### config.mk
export PLATFORM = sky130hd
export DESIGN_NAME = robo_ilv_calc
export DESIGN_NICKNAME = d
export VERILOG_FILES = /design/src/rtl/robo_ilv_pkg.sv /design/src/rtl/robo_ilv_divider.sv /design/src/rtl/robo_ilv_ctrl.sv /design/src/rtl/robo_ilv_datapath.sv /design/src/rtl/robo_ilv_calc.sv
export SDC_FILE = /design/constraint.sdc
export NUM_CORES = 1
export LEC_CHECK = 0
export ABC_AREA = 1
export BUFFER_PORTS_ARGS = -buffer_cell sky130_fd_sc_hd__buf_4
export CORE_MARGIN = 3
export CORE_UTILIZATION = 40
export CTS_CLUSTER_DIAMETER = 80
export DETAILED_ROUTE_END_ITERATION = 10
export PLACE_DENSITY = 0.59
export SKIP_LAST_GASP = 1
export SYNTH_ARGS = -nofsm -noshare
export SYNTH_HDL_FRONTEND = slang
export SYNTH_SLANG_ARGS = --single-unit
export TNS_END_PERCENT = 20
### constraint.sdc
create_clock -name clk -period 3.4 [get_ports clk]
set_input_delay 0.68 -clock clk [delete_from_list [all_inputs] [get_ports clk]]
set_output_delay 0.68 -clock clk [all_outputs]
set_load 0.01 [all_outputs]
### src/rtl/robo_ilv_pkg.sv
package robo_ilv_pkg;
  localparam int CAR_W      = 12;
  localparam int DIV_W      = 16;
  localparam int SH_W       = 3;
  localparam int MAX_COPIES = 5;
  localparam int LATENCY    = 3 * DIV_W + 3;
  localparam logic [15:0] MAX_CARRIER = 16'h042C;

  typedef struct packed {
    logic       loadDiv;
    logic [1:0] divSel;
    logic       capSeg;
    logic       capLast;
    logic       finish;
    logic       failNow;
  } strobeT;

  function automatic logic [2:0] copiesOf(input logic [1:0] m);
    case (m)
      2'd0:    copiesOf = 3'd4;
      2'd1:    copiesOf = 3'd2;
      2'd2:    copiesOf = 3'd5;
      default: copiesOf = 3'd0;
    endcase
  endfunction

  function automatic logic [DIV_W-1:0] rawOf(input logic [1:0] m);
    case (m)
      2'd0, 2'd1: rawOf = DIV_W'(8320);
      2'd2:       rawOf = DIV_W'(2176);
      default:    rawOf = '0;
    endcase
  endfunction
endpackage

### src/rtl/robo_ilv_divider.sv
module robo_ilv_divider #(
  parameter int W = 16
) (
  input  logic         clk,
  input  logic         rst_n,
  input  logic         load,
  input  logic [W-1:0] dividend,
  input  logic [W-1:0] divisor,
  output logic         ready,
  output logic [W-1:0] quotient,
  output logic [W-1:0] remainder
);
  localparam int CNT_W = $clog2(W + 1);

  logic [CNT_W-1:0] cntR;
  logic [W-1:0]     remR, quoR, divR;
  logic [W:0]       trial, diff;

  assign trial = {remR, quoR[W-1]};
  assign diff  = trial - {1'b0, divR};

  always_ff @(posedge clk) begin
    if (!rst_n) begin
      cntR <= '0;
      remR <= '0;
      quoR <= '0;
      divR <= '0;
    end else if (load) begin
      cntR <= CNT_W'(W);
      remR <= '0;
      quoR <= dividend;
      divR <= divisor;
    end else if (cntR != '0) begin
      cntR <= cntR - 1'b1;
      if (!diff[W]) begin
        remR <= diff[W-1:0];
        quoR <= {quoR[W-2:0], 1'b1};
      end else begin
        remR <= trial[W-1:0];
        quoR <= {quoR[W-2:0], 1'b0};
      end
    end
  end

  assign ready     = (cntR == '0);
  assign quotient  = quoR;
  assign remainder = remR;

  // a fresh load always takes cycles before its result is ready
  assert_load_not_ready_R3: assert property (@(posedge clk) disable iff (!rst_n)
    load |=> !ready);
endmodule

### src/rtl/robo_ilv_ctrl.sv
module robo_ilv_ctrl
  import robo_ilv_pkg::*;
(
  input  logic   clk,
  input  logic   rst_n,
  input  logic   start,
  input  logic   opsOk,
  input  logic   divReady,
  output strobeT strobe,
  output logic   busy
);
  typedef enum logic [1:0] {S_IDLE, S_QUOT, S_MOD, S_SEG} stateT;
  stateT stateR, stateNxt;

  always_comb begin
    strobe   = '0;
    stateNxt = stateR;
    case (stateR)
      S_IDLE: if (start) begin
        if (opsOk) begin
          strobe.loadDiv = 1'b1;
          strobe.divSel  = 2'd0;
          stateNxt       = S_QUOT;
        end else begin
          strobe.failNow = 1'b1;
        end
      end
      S_QUOT: if (divReady) begin
        strobe.capSeg  = 1'b1;
        strobe.loadDiv = 1'b1;
        strobe.divSel  = 2'd1;
        stateNxt       = S_MOD;
      end
      S_MOD: if (divReady) begin
        strobe.capLast = 1'b1;
        strobe.loadDiv = 1'b1;
        strobe.divSel  = 2'd2;
        stateNxt       = S_SEG;
      end
      default: if (divReady) begin
        strobe.finish = 1'b1;
        stateNxt      = S_IDLE;
      end
    endcase
  end

  always_ff @(posedge clk) begin
    if (!rst_n) stateR <= S_IDLE;
    else        stateR <= stateNxt;
  end

  assign busy = (stateR != S_IDLE);

  // a request in flight leaves the idle state only through completion
  assert_busy_runs_on_R10: assert property (@(posedge clk) disable iff (!rst_n)
    (busy && !divReady) |=> busy);
endmodule

### src/rtl/robo_ilv_datapath.sv
module robo_ilv_datapath
  import robo_ilv_pkg::*;
#(
  parameter int CW = CAR_W,
  parameter int DW = DIV_W
) (
  input  logic          clk,
  input  logic          rst_n,
  input  strobeT        strobe,
  input  logic [1:0]    modeIn,
  input  logic [CW-1:0] carrierIn,
  output logic          opsOk,
  output logic          divReady,
  output logic          done,
  output logic          error,
  output logic [31:0]   word0,
  output logic [31:0]   word1
);
  localparam int SHF_W = MAX_COPIES * SH_W;

  logic [1:0]    modeR;
  logic [DW-1:0] bsegR, bsymR, lastEffR;
  logic [DW-1:0] divDividend, divDivisor, quo, rem;
  logic [DW-1:0] bsegNext, bsymNext, lastEffNext, padNext;
  logic [SHF_W-1:0] shiftField;

  function automatic logic [DW-1:0] mulCopies(input logic [DW-1:0] v, input logic [1:0] m);
    case (copiesOf(m))
      3'd4:    mulCopies = v << 2;
      3'd2:    mulCopies = v << 1;
      3'd5:    mulCopies = (v << 2) + v;
      default: mulCopies = '0;
    endcase
  endfunction

  assign opsOk = (modeIn != 2'd3) && (DW'(carrierIn) >= DW'(copiesOf(modeIn)));

  assign bsegNext    = quo << 1;
  assign bsymNext    = mulCopies(bsegNext, modeR);
  assign lastEffNext = (rem == '0) ? bsymR : rem;
  assign padNext     = bsegR - rem - 1'b1;

  always_comb begin
    case (strobe.divSel)
      2'd0: begin
        divDividend = DW'(carrierIn);
        divDivisor  = DW'(copiesOf(modeIn));
      end
      2'd1: begin
        divDividend = rawOf(modeR);
        divDivisor  = bsymNext;
      end
      default: begin
        divDividend = lastEffNext - 1'b1;
        divDivisor  = bsegR;
      end
    endcase
  end

  robo_ilv_divider #(.W(DW)) u_div (
    .clk       (clk),
    .rst_n     (rst_n),
    .load      (strobe.loadDiv),
    .dividend  (divDividend),
    .divisor   (divDivisor),
    .ready     (divReady),
    .quotient  (quo),
    .remainder (rem)
  );

  // cyclic shift per copy from how many segments the last symbol fills
  always_comb begin
    logic [DW+2:0] sE, s2, s3, s4, lE;
    logic [SH_W-1:0] v;
    sE = (DW+3)'(bsegR);
    s2 = sE << 1;
    s3 = sE + s2;
    s4 = sE << 2;
    lE = (DW+3)'(lastEffR);
    shiftField = '0;
    for (int k = 0; k < MAX_COPIES; k++) begin
      v = '0;
      case (modeR)
        2'd0: if (k < 4) begin
          if (lE <= sE)      v = '0;
          else if (lE <= s2) v = SH_W'(k >> 1);
          else if (lE <= s3) v = '0;
          else               v = SH_W'(k);
        end
        2'd1: if (k < 2 && lE > sE) v = SH_W'(k);
        2'd2: if (lE > s4) v = SH_W'(k);
        default: v = '0;
      endcase
      shiftField[k*SH_W +: SH_W] = v;
    end
  end

  always_ff @(posedge clk) begin
    if (!rst_n) begin
      modeR    <= '0;
      bsegR    <= '0;
      bsymR    <= '0;
      lastEffR <= '0;
      done     <= 1'b0;
      error    <= 1'b0;
      word0    <= '0;
      word1    <= '0;
    end else begin
      done <= strobe.finish | strobe.failNow;
      if (strobe.loadDiv && strobe.divSel == 2'd0) modeR <= modeIn;
      if (strobe.capSeg) begin
        bsegR <= bsegNext;
        bsymR <= bsymNext;
      end
      if (strobe.capLast) lastEffR <= lastEffNext;
      if (strobe.failNow) begin
        error <= 1'b1;
        word0 <= '0;
        word1 <= '0;
      end else if (strobe.finish) begin
        error <= 1'b0;
        word0 <= {16'(bsegR), 16'(padNext)};
        word1 <= {MAX_CARRIER, 16'(shiftField)};
      end
    end
  end

  // a rejected request leaves both words cleared
  assert_err_zero_R2: assert property (@(posedge clk) disable iff (!rst_n)
    error |-> (word0 == '0 && word1 == '0));
  // the pad count is always shorter than a segment
  assert_pad_lt_seg_R5: assert property (@(posedge clk) disable iff (!rst_n)
    (done && !error) |-> (word0[15:0] < word0[31:16]));
  // every good result carries the fixed max-carrier field
  assert_maxcar_R9: assert property (@(posedge clk) disable iff (!rst_n)
    (done && !error) |-> (word1[31:15] == {MAX_CARRIER, 1'b0}));
endmodule

### src/rtl/robo_ilv_calc.sv
module robo_ilv_calc
  import robo_ilv_pkg::*;
(
  input  logic             clk,
  input  logic             rst_n,
  input  logic             start,
  input  logic [1:0]       mode,
  input  logic [CAR_W-1:0] carrierCount,
  output logic             busy,
  output logic             done,
  output logic             error,
  output logic [31:0]      cfgWord0,
  output logic [31:0]      cfgWord1
);
  strobeT strobe;
  logic   opsOk, divReady;

  robo_ilv_ctrl u_ctrl (
    .clk      (clk),
    .rst_n    (rst_n),
    .start    (start),
    .opsOk    (opsOk),
    .divReady (divReady),
    .strobe   (strobe),
    .busy     (busy)
  );

  robo_ilv_datapath #(.CW(CAR_W), .DW(DIV_W)) u_dp (
    .clk       (clk),
    .rst_n     (rst_n),
    .strobe    (strobe),
    .modeIn    (mode),
    .carrierIn (carrierCount),
    .opsOk     (opsOk),
    .divReady  (divReady),
    .done      (done),
    .error     (error),
    .word0     (cfgWord0),
    .word1     (cfgWord1)
  );

  // completion is never reported while still working
  assert_done_idle_R3: assert property (@(posedge clk) disable iff (!rst_n)
    done |-> !busy);
  // results only move in the edge that also raises done
  assert_hold_R11: assert property (@(posedge clk) disable iff (!rst_n)
    busy |=> (done || ($stable(cfgWord0) && $stable(cfgWord1) && $stable(error))));
endmodule

==> impl_metrics.tcl, run 1 <==
set metrics [dict create \
    die_x_microns 172.8 \
    core-area_sq_mm 0.02718 \
    root_buffer "clkbuf_16" \
    port_buffers 60 \
    path_class "register to register" \
    diodes 0 \
    power.leakage_uw 0.005991 \
    fin_ws_ns 0.3647 \
    hold_depth 2 \
    rows 60 \
    ant_nets 0 \
    comb_power_share_pct 66.3 \
    ir_drop_mv 0.8338 \
    cpLargestDelayFamily "simple AND/OR/NAND/NOR gates" \
    numCtsBuffers 17 \
    critical_path_arrival_ns 3.40 \
    clkTransAtPathRegs_ns 0.07 \
    fin_skew_ns 0.01293 \
    seq_power_share_pct 18.6 \
    grtUsageTotal_pct 23.72 \
    drive_gt1_share_pct 11.07 \
    finalCriticalPeriod_ns 3.035 \
    worst_slew_pin_slew_ns 0.6074 \
    cp.required_ns 3.77 \
    drc 0 \
    grt_max_degree 47 \
    clockPowerShare_pct 15.1 \
    initial_core_util_pct 40.95 \
    r2r_start "u_dp.bsegR[2]$_SDFFE_PN0P_" \
    drtIter0Drc 938 \
    status "completed" \
    r2r_slack_ns 0.36 \
    achievable-frequency_ghz 0.3295 \
    place_ws_ns 0.2839 \
    async_reset_ff_share_pct 0 \
    wirelength_mm 35.98 \
    fp.dieH_microns 172.8 \
    yosysSeqAreaShare_pct 25.55 \
    crit_buf_inv 1 \
    n_fill_cell 2897 \
    whs_ns 0.4618 \
    p_int_uw 6143 \
    dieArea_sq_mm 0.02986 \
    clk_path_buf_depth 2 \
    dr.pass1.iters 7 \
    final_hold_viol_count 0 \
    drv_cap 0 \
    drv_slew 0 \
    clkSinkCount 142 \
    htreeDepth 4 \
    syn_inst 1630 \
    hold_buffers 0 \
    ys_seq_elements 142 \
    via_count 10890 \
    finalNetCount 1832 \
    synth_area_sq_mm 0.01113 \
    gp_congestion 0.9384 \
    wl_per_cell_microns 17.37 \
    min_path_type "register to register" \
    critPathSlowestCell "fa_1" \
    path_cells "buf_4 -> fa_1 -> nand2_1 -> nand3_2 -> and2_1 -> nor2_2 -> o21bai_1 -> xor2_1 -> ha_1 -> nand2_1 -> nor2_1 -> nand4_1 -> nor2_1 -> a211oi_1 -> nand4_1 -> o21ai_1 -> nand2_1 -> a21oi_1" \
    via_per_inst 5.260 \
    syn_area_per_cell_sq_um 6.827 \
    reg2reg_to "u_dp.word1[10]$_SDFFE_PP0P_" \
    finalSetupTns_ns 0 \
    max_stage_delay_ns 0.48 \
    clock_latency_ns 0.43 \
    rsz0062_at_grt "no" \
    max_slew_margin_pct 58.94 \
    synth_cell_types 53 \
    setup_viol 0 \
    p_per_area_mw_per_mm2 1054 \
    overflow 0 \
    finalCritPeriodShare_pct 89.27 \
    synth_edf_count 0 \
    end_kind "register" \
    synth_ff_type "dfxtp_1" \
    synth_warnings 0 \
    finalPower_uw 13220 \
    reg2reg_depth 18 \
    grt_pass1_vias 10150 \
    hold-path-endpoint "u_dp.word0[27]$_SDFFE_PP0P_" \
    layout.cells.non_filler 2071 \
    cts_tree "built" \
    area_growth_pct 12.72 \
    min_from "u_dp.word0[27]$_SDFFE_PP0P_" \
    dp_hpwl_mm 28.10 \
    crit_fanout 7 \
    p_sw_share_pct 53.52 \
    crit_top_cell "nand2_1" \
    start_kind "register" \
    dp.cells 2039 \
    p_sw_uw 7072 \
    pin_count 84 \
    grt_first_pass_wirelength_mm 56.62 \
    antenna_found_initial 0 \
]
==> synthesized netlist by cell type, drive strengths merged, types with 5 or more instances <==
master	count	area, sq um
dfxtp	142	2843
inv	210	790.8
o21bai	8	60.06
clkbuf	31	117.6
ha	125	1564
xnor2	13	113.9
a31oi	15	93.84
nor3	18	95.09
buf	46	345.3
nand2	391	1553
o221ai	11	96.34
o21ai	121	613.1
nor2	122	575.6
o21a	6	45.04
nand3	70	370.4
xor2	29	254.0
nand4	17	106.4
o22ai	6	37.54
o211ai	27	202.7
a21oi	187	947.2
a21o	5	37.54
==> flip-flops by register name, summed over array words and instances, names as in the netlist <==
signal,count
u_ctrl.stateR,2
u_dp.bsegR,15
u_dp.bsymR,15
u_dp.done,1
u_dp.error,1
u_dp.lastEffR,16
u_dp.modeR,2
u_dp.u_div.cntR,5
u_dp.u_div.divR,16
u_dp.u_div.quotient,16
u_dp.u_div.remainder,16
u_dp.word0,31
u_dp.word1,6
==> what timing repair did <==
action	4_1_cts	5_1_grt
gates resized for setup	0	3
setup buffers	0	0
setup endpoints to repair	0	2
==> through the flow <==
stage	util (%)	cell area [sq um]
3_5_place_dp	43.83	11910
2_1_floorplan	-	11210
6_report	46.16	12540
5_1_grt	46.16	12540
3_3_place_gp	43.83	11910
4_1_cts	46.11	12530
==> how the worst max path moves through the flow <==
stage                                     startpoint                     endpoint  slack [ns]  cells past startpoint
after floorplan           u_dp.bsegR[2]$_SDFFE_PN0P_   u_dp.word1[3]$_SDFFE_PP0P_        0.50                     18
after global placement    u_dp.bsegR[2]$_SDFFE_PN0P_   u_dp.word1[3]$_SDFFE_PP0P_        0.33                     18
after detailed placement  u_dp.bsegR[2]$_SDFFE_PN0P_  u_dp.word1[10]$_SDFFE_PP0P_        0.28                     18
after CTS                 u_dp.bsegR[2]$_SDFFE_PN0P_   u_dp.word1[3]$_SDFFE_PP0P_        0.26                     18
after global routing      u_dp.bsegR[1]$_SDFFE_PN0P_   u_dp.word1[3]$_SDFFE_PP0P_        0.03                     19
final                     u_dp.bsegR[2]$_SDFFE_PN0P_  u_dp.word1[10]$_SDFFE_PP0P_        0.36                     18
==> routing by layer <==
| layer | GRT usage (%) | up-vias | routed length, microns |
|---|---|---|---|
| met4 | 6.115 | 0 | 692 |
| li1 | - | 5492 | - |
| met1 | 33.38 | 5047 | 16930 |
| met2 | 38.91 | 319 | 16390 |
| met3 | 2.547 | 36 | 1968 |
| met5 | 0 | - | 0 |
==> power by group through the flow <==
| stage | logic (uW) | clock network, uW | registers (uW) |
|---|---|---|---|
| 2_1_floorplan | 6550 | 0 | 2380 |
| 3_3_place_gp | 8550 | 0 | 2480 |
| 3_5_place_dp | 8630 | 0 | 2490 |
| 4_1_cts | 8710 | 2020 | 2450 |
| 5_1_grt | 9880 | 2080 | 2510 |
| 6_report | 8770 | 1990 | 2460 |
==> cell families (layout without fill, tap and decap cells) <==
group / after synthesis / count (layout) / share of synthesized area (%)
AND/OR/NAND/NOR: 630 / 630 / 25.01
AO/OA/AOI/OAI: 397 / 397 / 20.00
buffers and inverters: 289 / 336 / 11.33
flip-flops: 142 / 142 / 25.55
adder cells (fa/ha/maj): 129 / 129 / 14.77
XOR/XNOR: 42 / 42 / 3.306
other: 1 / 23 / 0.03370
==> worst register-to-register path, stage by stage, from the launching register on <==
cell	delay (ns)
dfxtp_1	0.32
buf_4	0.18
fa_1	0.48
nand2_1	0.11
nand3_2	0.11
and2_1	0.17
nor2_2	0.12
o21bai_1	0.09
xor2_1	0.15
ha_1	0.29
nand2_1	0.09
nor2_1	0.07
nand4_1	0.07
nor2_1	0.04
a211oi_1	0.17
nand4_1	0.17
o21ai_1	0.16
nand2_1	0.06
a21oi_1	0.12
==> placed cells by master (no fill, tap or decap), types with 11 or more instances in the layout <==
cell,count
nand3_1,65
o211ai_1,27
xnor2_1,13
nor3_1,17
nand2_2,13
a21oi_1,183
clkbuf_16,17
a31oi_1,15
o221ai_1,11
inv_1,202
conb_1,23
buf_4,92
nand4_1,17
xor2_1,29
ha_1,125
nor2_1,102
o21ai_0,109
dfxtp_1,142
nand2_1,371
==> area by class of cell <==
| cell class | instances | area, sq um | area share [%] |
|---|---|---|---|
| timing repair buffer | 92 | 690.7 | 5.506 |
| clock inverter | 15 | 195.2 | 1.556 |
| inverter | 212 | 798.3 | 6.364 |
| clock buffer | 17 | 425.4 | 3.392 |
| multi-input combinational | 1221 | 7126 | 56.81 |
| tap | 372 | 465.4 | 3.711 |
| sequential | 142 | 2843 | 22.66 |
Note: power is estimated with default switching activity, not from simulation.
==> inputs of run 2 (changes only) <==
- clock period: 3.4 -> 2.8 ns (I/O delays scaled with it)
==> impl_metrics.tcl, run 2 (synthesis gave the netlist of run 1 again) <==
set metrics [dict create \
    drive_gt1_share_pct 13.63 \
    achievable-frequency_ghz 0.3439 \
    p_sw_share_pct 52.61 \
    clkSinkCount 142 \
    min_from "carrierCount[2]" \
    end_kind "register" \
    die_x_microns 172.8 \
    finalCritPeriodShare_pct 103.9 \
    htreeDepth 4 \
    status "finished, violations left" \
    core-area_sq_mm 0.02718 \
    grt_max_degree 47 \
    gp_congestion 0.9438 \
    area_growth_pct 15.84 \
    pin_count 84 \
    min_path_type "input pin to register" \
    whs_ns 0.4209 \
    dr.pass1.iters 6 \
    largest_register_ffs 31 \
    grtUsageTotal_pct 23.71 \
    drc 0 \
    root_buffer "clkbuf_16" \
    finalSetupTns_ns -0.2831 \
    p_per_area_mw_per_mm2 1290 \
    via_per_inst 5.333 \
    fin_ws_ns -0.1081 \
    violations "negative setup slack" \
    ant_nets 0 \
    drtIter0Drc 1032 \
    comb_power_share_pct 67.5 \
    regMostFlops "u_dp.word0" \
    critical_path_arrival_ns 3.28 \
    finalNetCount 1864 \
    port_buffers 60 \
    rows 60 \
    fin_skew_ns 0.01324 \
    fp.dieH_microns 172.8 \
    clockPowerShare_pct 14.6 \
    dieArea_sq_mm 0.02986 \
    path_class "register to register" \
    final_common_cell "nand2_1" \
    final_hold_viol_count 0 \
    mostFrequentLayoutCells "nand2_1, inv_1, a21oi_1, dfxtp_1, buf_4" \
    dpl_cell_area_sq_mm 0.01215 \
    fin_area_sq_mm 0.01289 \
    clock_latency_ns 0.44 \
    cts_tree "built" \
    setup_viol 3 \
    numCtsBuffers 17 \
    ir_drop_mv 1.036 \
    grt_first_pass_wirelength_mm 56.55 \
    cp.required_ns 3.17 \
    via_count 11220 \
    crit_fanout 4 \
    drv_slew 0 \
    initial_core_util_pct 40.95 \
    antenna_found_initial 0 \
    diodes 0 \
    seq_power_share_pct 17.9 \
    crit_path_start "u_dp.bsegR[2]$_SDFFE_PN0P_" \
    finalCriticalPeriod_ns 2.908 \
    max_slew_margin_pct 51.79 \
    drv_cap 0 \
    r2r_start "u_dp.bsegR[2]$_SDFFE_PN0P_" \
    n_fill_cell 2840 \
    wl_per_cell_microns 17.31 \
    p_sw_uw 8752 \
    rsz0062_at_grt "yes" \
    start_kind "register" \
    dp_hpwl_mm 28.51 \
    worst_slew_pin_slew_ns 0.7131 \
    clk_path_buf_depth 2 \
    power.leakage_uw 0.006148 \
    clkTransAtPathRegs_ns 0.07 \
    wirelength_mm 36.40 \
    grt_pass1_vias 10260 \
    r2r_slack_ns -0.11 \
    overflow 0 \
    p_int_uw 7883 \
]
==> run 2: cell count changes in the layout (fill, tap and decap cells not counted), sizes merged <==
cell	before	now
buf	92	124
inv	217	218
clkinv	7	6
==> run 2: metrics by stage <==
step / setup slack, ns / util (%) / total power (uW) / std cells
final: -0.1081 / 47.44 / 16640 / 2103
after CTS: -0.07371 / 47.27 / 16470 / 2102
after floorplan: 0.01405 / - / 10850 / 1652
after global routing: -0.3366 / 47.44 / 18150 / 2103
after global placement: -0.09823 / 44.70 / 13850 / 2068
after detailed placement: -0.1393 / 44.70 / 13950 / 2068
==> run 2: final timing paths <==
| path | endpoint | cells after the start |
|---|---|---|
| min reg2reg | u_dp.word0[27]$_SDFFE_PP0P_ | 2 |
| min | u_dp.u_div.quotient[2]$_SDFFE_PN0P_ | 3 |
| max | u_dp.word1[3]$_SDFFE_PP0P_ | 18 |
| max reg2reg | u_dp.word1[3]$_SDFFE_PP0P_ | 18 |
==> run 2: power by group through the flow <==
stage	Combinational [uW]	Sequential (uW)	Clock (uW)
finish	11200	2990	2430
floorplan	7950	2900	0
CTS	11100	2960	2440
global route	12600	3030	2530
global placement	10900	2980	0
detailed placement	11000	2990	0
==> run 2: layer usage <==
metal	global-route usage [%]	vias up	part of all wire (%)
met5	0	-	0
met4	7.128	0	2.4
met3	2.877	42	6.5
met2	38.18	385	45
met1	33.33	5244	46
li1	-	5545	-
==> run 2: what timing repair did <==
item                                    in CTS  in global routing
pin swaps                                    9                  4
setup buffers                                2                  1
endpoints found under the setup margin       3                  3
hold buffers                                 0                  0
gates resized for setup                     11                  8
==> run 2: cell type report <==
| class | instances | area (sq um) | share of cell area, % |
|---|---|---|---|
| Multi-Input combinational cell | 1221 | 7214 | 55.96 |
| Clock inverter | 15 | 195.2 | 1.514 |
| Tap cell | 372 | 465.4 | 3.611 |
| Sequential cell | 142 | 2849 | 22.10 |
| Timing Repair Buffer | 124 | 943.4 | 7.318 |
| Clock buffer | 17 | 425.4 | 3.300 |
| Inverter | 212 | 798.3 | 6.192 |
==> run 2: worst max-delay path, cell delays in order, from the launching register on <==
cell and delay [ns]:
dfxtp_2 0.34, ha_4 0.17, fa_2 0.40, nand2_2 0.09, nand3_4 0.08, and2_4 0.16
nor2_4 0.08, o21bai_1 0.07, xor2_1 0.17, ha_1 0.33, nand2_2 0.10, nor2_2 0.05
nand4_1 0.06, nor2_1 0.05, a211oi_1 0.16, nand4_1 0.17, o21bai_1 0.18, nand2_1 0.06
a21oi_1 0.13
